<file path="src/rtl/pt_pkg.sv">
package pt_pkg;
  parameter int TMR_W = 16;
  typedef logic [TMR_W-1:0] cnt_t;

  localparam cnt_t LO_RST  = '0;
  localparam cnt_t PER_RST = '1;

  // Next count: wrap to zero at the top of the period, else step up.
  function automatic cnt_t pt_next_count(input cnt_t cur, input logic at_top);
    return at_top ? '0 : cnt_t'(cur + cnt_t'(1));
  endfunction

  // Output flip-flop: each compare event inverts it once.
  function automatic logic pt_ff_next(input logic cur, input logic ev_lo, input logic ev_per);
    return cur ^ ev_lo ^ ev_per;
  endfunction
endpackage

</file>
<file path="src/rtl/pt_counter.sv">
module pt_counter
  import pt_pkg::*;
(
  input  logic clk,
  input  logic rst_n,
  input  logic run,
  input  logic adv,
  input  logic at_top,
  output cnt_t cnt
);
  cnt_t cnt_q;

  always_ff @(posedge clk or negedge rst_n) begin
    if (!rst_n)     cnt_q <= '0;
    else if (!run)  cnt_q <= '0;
    else if (adv)   cnt_q <= pt_next_count(cnt_q, at_top);
  end

  assign cnt = cnt_q;

  AST_WRAP_ZERO: assert property (@(posedge clk) disable iff (!rst_n)
    (adv && at_top) |=> (cnt == '0));

  AST_STOP_CLEAR: assert property (@(posedge clk) disable iff (!rst_n)
    !run |=> (cnt == '0));

  AST_NO_TICK_HOLD: assert property (@(posedge clk) disable iff (!rst_n)
    (run && !adv) |=> $stable(cnt));
endmodule

</file>
<file path="src/rtl/pt_compare.sv">
module pt_compare
  import pt_pkg::*;
(
  input  logic clk,
  input  logic rst_n,
  input  cnt_t cnt,
  input  logic adv,
  input  logic dbuf_en,
  input  logic lo_wr,
  input  cnt_t lo_wdata,
  input  logic per_wr,
  input  cnt_t per_wdata,
  output logic at_top,
  output logic hit_lo,
  output logic hit_per
);
  cnt_t lo_q, shadow_q, per_q;
  logic eq_lo, xfer;

  assign eq_lo   = (cnt == lo_q);
  assign at_top  = (cnt == per_q);
  assign hit_lo  = adv && eq_lo;
  assign hit_per = adv && at_top;
  assign xfer    = hit_per && dbuf_en;

  always_ff @(posedge clk or negedge rst_n) begin
    if (!rst_n)      shadow_q <= LO_RST;
    else if (lo_wr)  shadow_q <= lo_wdata;
  end

  always_ff @(posedge clk or negedge rst_n) begin
    if (!rst_n)                    lo_q <= LO_RST;
    else if (xfer)                 lo_q <= shadow_q;
    else if (lo_wr && !dbuf_en)    lo_q <= lo_wdata;
  end

  always_ff @(posedge clk or negedge rst_n) begin
    if (!rst_n)       per_q <= PER_RST;
    else if (per_wr)  per_q <= per_wdata;
  end

  AST_DIRECT_WRITE: assert property (@(posedge clk) disable iff (!rst_n)
    (lo_wr && !dbuf_en) |=> (lo_q == $past(lo_wdata)));

  AST_BUF_HOLD: assert property (@(posedge clk) disable iff (!rst_n)
    (dbuf_en && !hit_per) |=> $stable(lo_q));

  AST_XFER_OLD: assert property (@(posedge clk) disable iff (!rst_n)
    (dbuf_en && hit_per) |=> (lo_q == $past(shadow_q)));
endmodule

</file>
<file path="src/rtl/pt_outctl.sv">
module pt_outctl
  import pt_pkg::*;
(
  input  logic clk,
  input  logic rst_n,
  input  logic run,
  input  logic mode_ppg,
  input  logic active_low,
  input  logic hit_lo,
  input  logic hit_per,
  output logic pulse_out,
  output logic irq_lo,
  output logic irq_per
);
  logic ff_q, irq_lo_q, irq_per_q;

  always_ff @(posedge clk or negedge rst_n) begin
    if (!rst_n)                  ff_q <= 1'b0;
    else if (!run || !mode_ppg)  ff_q <= 1'b0;
    else                         ff_q <= pt_ff_next(ff_q, hit_lo, hit_per);
  end

  always_ff @(posedge clk or negedge rst_n) begin
    if (!rst_n) begin
      irq_lo_q  <= 1'b0;
      irq_per_q <= 1'b0;
    end else begin
      irq_lo_q  <= hit_lo;
      irq_per_q <= hit_per;
    end
  end

  assign pulse_out = ff_q ^ active_low;
  assign irq_lo    = irq_lo_q;
  assign irq_per   = irq_per_q;

  AST_IDLE_LEVEL: assert property (@(posedge clk) disable iff (!rst_n)
    !run |=> (pulse_out == active_low));

  AST_STOP_QUIET: assert property (@(posedge clk) disable iff (!rst_n)
    !run |=> (!irq_lo && !irq_per));

  AST_INTERVAL_IDLE: assert property (@(posedge clk) disable iff (!rst_n)
    !mode_ppg |=> (pulse_out == active_low));

  AST_FF_STEADY: assert property (@(posedge clk) disable iff (!rst_n)
    (run && mode_ppg && !hit_lo && !hit_per) |=> (pulse_out ^ active_low) == $past(pulse_out ^ active_low));
endmodule

</file>
<file path="src/rtl/pulse_timer16.sv">
module pulse_timer16
  import pt_pkg::*;
(
  input  logic             clk,
  input  logic             rst_n,
  input  logic             tick_en,
  input  logic             run,
  input  logic             mode_ppg,
  input  logic             active_low,
  input  logic             dbuf_en,
  input  logic             lo_wr,
  input  logic [TMR_W-1:0] lo_wdata,
  input  logic             per_wr,
  input  logic [TMR_W-1:0] per_wdata,
  output logic             pulse_out,
  output logic             irq_lo,
  output logic             irq_per
);
  logic adv, at_top, hit_lo, hit_per;
  cnt_t cnt;

  assign adv = run && tick_en;

  pt_counter u_counter (
    .clk(clk), .rst_n(rst_n), .run(run), .adv(adv), .at_top(at_top), .cnt(cnt)
  );

  pt_compare u_compare (
    .clk(clk), .rst_n(rst_n), .cnt(cnt), .adv(adv), .dbuf_en(dbuf_en),
    .lo_wr(lo_wr), .lo_wdata(lo_wdata), .per_wr(per_wr), .per_wdata(per_wdata),
    .at_top(at_top), .hit_lo(hit_lo), .hit_per(hit_per)
  );

  pt_outctl u_outctl (
    .clk(clk), .rst_n(rst_n), .run(run), .mode_ppg(mode_ppg),
    .active_low(active_low), .hit_lo(hit_lo), .hit_per(hit_per),
    .pulse_out(pulse_out), .irq_lo(irq_lo), .irq_per(irq_per)
  );

  AST_STROBE_ON_TICK: assert property (@(posedge clk) disable iff (!rst_n)
    (irq_lo || irq_per) |-> $past(tick_en && run));
endmodule

</file>
<file path="config.mk">
export PLATFORM = sky130hd
export DESIGN_NAME = pulse_timer16
export DESIGN_NICKNAME = d
export VERILOG_FILES = /design/src/rtl/pt_pkg.sv /design/src/rtl/pt_counter.sv /design/src/rtl/pt_compare.sv /design/src/rtl/pt_outctl.sv /design/src/rtl/pulse_timer16.sv
export SDC_FILE = /design/constraint.sdc
export NUM_CORES = 1
export LEC_CHECK = 0
export ABC_AREA = 1
export ABC_CLOCK_PERIOD_IN_PS = 2150
export BUFFER_PORTS_ARGS = -buffer_cell sky130_fd_sc_hd__buf_2
export CORE_AREA = 5 5 128 130
export DETAILED_ROUTE_END_ITERATION = 8
export DIE_AREA = 0 0 133 135
export HOLD_SLACK_MARGIN = 0.06
export PLACE_DENSITY = 0.4
export SLEW_MARGIN = 40
export SYNTH_ARGS = -nofsm -noshare
export SYNTH_HDL_FRONTEND = slang
export SYNTH_SLANG_ARGS = --single-unit
</file>
<file path="constraint.sdc">
create_clock -name clk -period 2.15 [get_ports clk]
set_input_delay 0.43 -clock clk [delete_from_list [all_inputs] [get_ports clk]]
set_output_delay 0.43 -clock clk [all_outputs]
set_load 0.05 [all_outputs]
</file>
# Word level (Yosys, flattened, before mapping)
# Cells that the tools add are included.
[word_totals]
register_bits = 67
input_bits = 41
output_inout_bits = 3
[classes]
add_sub_neg = 1
eq_ne = 3
muxes = 6
bitwise_logic = 3
reduce_logical = 10
[ops]
columns = ["cell", "count"]
rows = [
  ["$mux 16", 5],
  ["$eq 16x16->1", 2],
  ["$add 16x1->16 const B", 1],
  ["$logic_and 1x1->1", 5],
  ["$logic_not 1->1", 3],
  ["$xor 1x1->1", 3],
  ["$ne 2x1->1 const B", 1],
  ["$reduce_bool 2->1", 1],
  ["$logic_or 1x1->1", 1],
  ["$mux 1", 1],
]

# Longest topological paths before layout
[depth]
depth_word = 5
depth_mapped = 13
ltp_nobuf = 12

# Modules after synthesis
# From an unflattened synthesis, not the netlist that was laid out.
[unflattened]
cells_unflattened = 489
hier_area_um2 = 3719.8
[modules_own_cells]
columns = ["mod", "n_inst", "cells_each", "area_per_inst_um2"]
rows = [
  ["pt_compare", 1, 332, 2577.5],
  ["pt_counter", 1, 140, 999.7],
  ["pt_outctl", 1, 15, 135.1],
  ["pulse_timer16", 1, 2, 7.5],
]

# Worst setup path after synthesis
# No wires, ideal clock.
[synth_path]
path_type = "input-to-output"
from = "input port active_low"
to = "output port pulse_out"
t_arrival_ns = 1.187
t_required_ns = 1.720
slack_ns = 0.533
stages = 1
path_cell_list = "xor2_1"
[synth_via]
elab_chain_len = 1
[synth_lines]
columns = ["element", "line_no", "source"]
rows = [
  ["start: declaration", "pulse_timer16.sv:9", "input logic active_low,"],
  ["$xor 1x1->1", "pt_outctl.sv:33", "assign pulse_out = ff_q ^ active_low;"],
  ["end: declaration", "pulse_timer16.sv:15", "output logic pulse_out,"],
]
# No other way between the ends.

# Final worst setup path
[layout_path]
from = "register u_counter.cnt_q[1] (netlist: u_counter.cnt[1])"
to = "register u_counter.cnt_q[12] (netlist: u_counter.cnt[12])"
[layout_via]
elab_chain_len = 4
word_cells_on_any_way = 5
classes_between = "add/sub (1); eq/ne (1); mux (3)"
[layout_lines]
columns = ["element", "line_no", "source"]
rows = [
  ["start: declaration", "pt_counter.sv:11", "cnt_t cnt_q;"],
  ["start signal: assignment", "pt_counter.sv:16", "else if (adv) cnt_q <= pt_next_count(cnt_q, at_top);"],
  ["$add 16x1->16 or $eq 16x16->1 (tied branches)", "pt_pkg.sv:10, pt_compare.sv:21", ""],
  ["$mux 16 *", "pt_pkg.sv:10", "return at_top ? '0 : cnt_t'(cur + cnt_t'(1));"],
  ["$mux 16 *", "pt_counter.sv:16", ""],
  ["$mux 16 *", "pt_counter.sv:15", "else if (!run) cnt_q <= '0;"],
]
# Every way passes the cells marked *; elsewhere a longest branch is shown, timed or not. The select of a mux whose other input is x is not followed.
# A chain may end at the register's enable or synchronous reset.

==> flow_summary.yaml <==
synthesis:
  netlist_top_cells_area: "dfrtp_1, nand2_1, dfstp_2, inv_1, nand3_1"
  yosys.area.top_type: "dfrtp_1"
  yosysUniqueCellTypes: 27
  synth-warning-count: 0
  synth_seq_area_share_pct: 45.6
  synth_cells: 518
  synth_commonest_cells: "nand2_1, inv_1, dfrtp_1"
  synth-edff-count: 0
  synth_most_common_cell: "nand2_1"
  synth-seq-cells: 67
  syn_area_um2: 3720
  synth_fp_nets: 560
  synth_ff_type: "dfrtp_1"
  syn_avg_cell_area_um2: 7.18
  synth-async-reset-ratio_pct: 100
  synth_top_cell_area_share_pct: 34.3
cells_and_area:
  stdcell_area_um2: 4540
  final_cells: 761
  layout-drive-gt1-share_pct: 18.3
  syn2layout_area_growth_pct: 22.1
  final_nets: 610
  diodes: 0
  fillers: 1663
placement:
  place_inst: 743
  hpwl_um: 8270
  gp_congestion: 0.888
  pre_cts_ws_ps: 216
  port_buffers: 43
  placed_area_um2: 4190
clock_tree:
  h-tree-depth: 3
  cts.path.max_buffers: 2
  worstSkewPairLatency_ps: 350
  cts_tree: "built"
  post-cts-setup-buffers: 0
  cts-root-buf: "clkbuf_16"
  numCtsBuffers: 9
  cts.sinks: 67
  cts.reportedPaths.clkPinSlew_ps: 60
global_routing:
  gr-total-overflow: 0
  antenna_found_initial: 0
  grt_pass1_wl_um: 17900
  grt_max_degree: 30
  track_usage_pct: 12.8
  grt_pass1_vias: 3461
drt:
  final_antenna_net_count: 0
  route.detailed.drc: 0
  drt_pass1_iterations: 6
  wl_met1_um: 5100
  dr_wl_met3_um: 450
  vias: 3365
  wire_per_inst_um: 14.0
  routed_wirelength_um: 10700
  met2_length_um: 4940
  topRoutingLayerUsed: "met4"
  drt_iter0_drc: 134
  via_per_inst: 4.42
critical_path:
  cp_slowest_stage_delay_ps: 390
  crit_chain: "ha_1 > nand2_1 > nor2_2 > nand3_1 > nor2_2 > nand3_1 > nor2_1 > nand3_1 > nand3_1 > o21ai_0"
  reg2reg_slack_ps: 270
  path_delay_family: "simple AND/OR/NAND/NOR gates"
  crit_slowest_cell: "dfrtp_1"
  reg2reg_depth: 10
  reg2reg_from: "u_counter.cnt[1]$_DFFE_PN0P_"
  path_buf_inv: 0
  endpoint: "u_counter.cnt[12]$_DFFE_PN0P_"
  critical_path_depth: 10
  crit_type: "reg2reg"
  worstSetupStartpoint: "u_counter.cnt[1]$_DFFE_PN0P_"
  r2r-end: "u_counter.cnt[12]$_DFFE_PN0P_"
  required_ps: 2350
  worst-endpoint-arrival_ps: 2080
  cp-end-kind: "flip-flop"
  crit_top_cell: "nand3_1"
  cp-start-kind: "flip-flop"
  worstPathMaxFanout: 4
timing:
  period_minus_slack_ps: 1880
  tightestPinTransition_ps: 592
  setup_ws_ps: 274
  finalMaxSlewViolations: 0
  relSlewSlack_pct: 60.5
  rsz0062_at_grt: "false"
  fin_crit_sh_pct: 87.3
  max_freq_ghz: 0.533
  setup_viol: 0
  skew_ps: 7.55
  setup_tns_ps: 0
  finalHoldViolCount: 0
power:
  finalPower_mw: 3.43
  power.density_nw_per_um2: 755
  power.leakage_nw: 2.25
  ir_drop_mv: 0.370
floorplan:
  placementRows: 45
  fp.dieH_um: 135
  pin_count: 44
  coreArea_um2: 15000
  initial_core_util_pct: 24.7
  die_area_um2: 18000
  die_w_um: 133
outcome:
  status: "complete, no violations"
job:
  drv_cap: 0
worst_hold_path:
  min-delay-path-class: "in2reg"
[worst reg2reg max path, cell delays in order, from the launching register on]
cell and delay, ps:
dfrtp_1 390, ha_1 270, nand2_1 90, nor2_2 140, nand3_1 180, nor2_2 180, nand3_1 120, nor2_1 140
nand3_1 80, nand3_1 70, o21ai_0 70
[how the worst min path moves through the flow]
stage / startpoint / end / slack, ps / cells past startpoint
after global placement: u_compare.shadow_q[8]$_DFFE_PN0P_ / u_compare.shadow_q[8]$_DFFE_PN0P_ / 460 / 2
after global routing: lo_wdata[6] / u_compare.shadow_q[6]$_DFFE_PN0P_ / 300 / 3
after CTS: rst_n / u_counter.cnt[1]$_DFFE_PN0P_ / 180 / 1
final: lo_wdata[7] / u_compare.shadow_q[7]$_DFFE_PN0P_ / 290 / 3
after detailed placement: u_compare.shadow_q[7]$_DFFE_PN0P_ / u_compare.shadow_q[7]$_DFFE_PN0P_ / 460 / 2
after floorplan: rst_n / u_compare.lo_q[0]$_DFFE_PN0P_ / 130 / 0
[per-stage QoR]
stage	util, %	hold WS, ps
detailed placement	27.9	459
global route	30.2	299
floorplan	-	134
CTS	29.9	175
finish	30.2	294
global placement	27.9	457
[cell usage in the layout, fill, tap and decap left out, drive strengths merged]
cell,netlist,routed
nand2,209,209
inv,65,66
buf,7,53
dfrtp,51,51
nand3,42,42
nor2,37,37
o21ai,23,23
dfstp,16,16
nand4,13,13
xor2,11,11
o22ai,11,11
clkbuf,8,11
nor3,6,6
xnor2,5,5
a21oi,4,4
nor4,3,3
mux2,3,3
clkinv,1,3
o2111ai,1,1
nand3b,1,1
ha,1,1
clkinvlp,0,1
bufinv,0,1
dlygate4sd3,0,1
[where the power goes]
part	leakage (nW)	switching (mW)	internal, mW	total [mW]
Combinational	1.28	0.258	0.167	0.425
Clock	0.152	0.581	0.964	1.54
Sequential	0.822	0.0805	1.38	1.46
[timing repair]
action / CTS / global route
hold buffers: 0 / 1
setup endpoints to repair: 0 / 1
hold endpoints to repair: 0 / 4
resized for setup: 0 / 1
[per-layer routing]
| layer | track usage, % | vias to the layer above |
|---|---|---|
| met3 | 3.50 | 15 |
| met2 | 20.9 | 67 |
| li1 | - | 1727 |
| met4 | 4.68 | 0 |
| met1 | 16.2 | 1556 |
| met5 | 0 | - |
[final cells by class]
type	count	area, um^2	area share, %
Inverter	66	249	5.48
Tap cell	188	235	5.18
Sequential cell	67	1700	37.4
Multi-Input combinational cell	370	1700	37.5
Timing Repair Buffer	54	345	7.60
Clock buffer	11	253	5.56
Clock inverter	5	60.1	1.32
[registers in the layout, summed over array words and instances, names as in the netlist]
register and cells:
u_counter.cnt 16, u_compare.lo_q 16, u_outctl.irq_lo 1, u_compare.shadow_q 16, u_outctl.ff_q 1, u_outctl.irq_per 1
u_compare.per_q 16
[cells by family (layout without fill, tap and decap cells)]
family | Yosys count | count (layout) | synth area share, %
compound gates | 39 | 39 | 5.72
xor+xnor | 16 | 16 | 3.77
fa+ha+maj | 1 | 1 | 0.336
buf+inv | 81 | 136 | 8.68
flops | 67 | 67 | 45.6
mux | 3 | 3 | 0.908
simple gates | 311 | 311 | 35.0
Power figures use the tool's default switching activity.
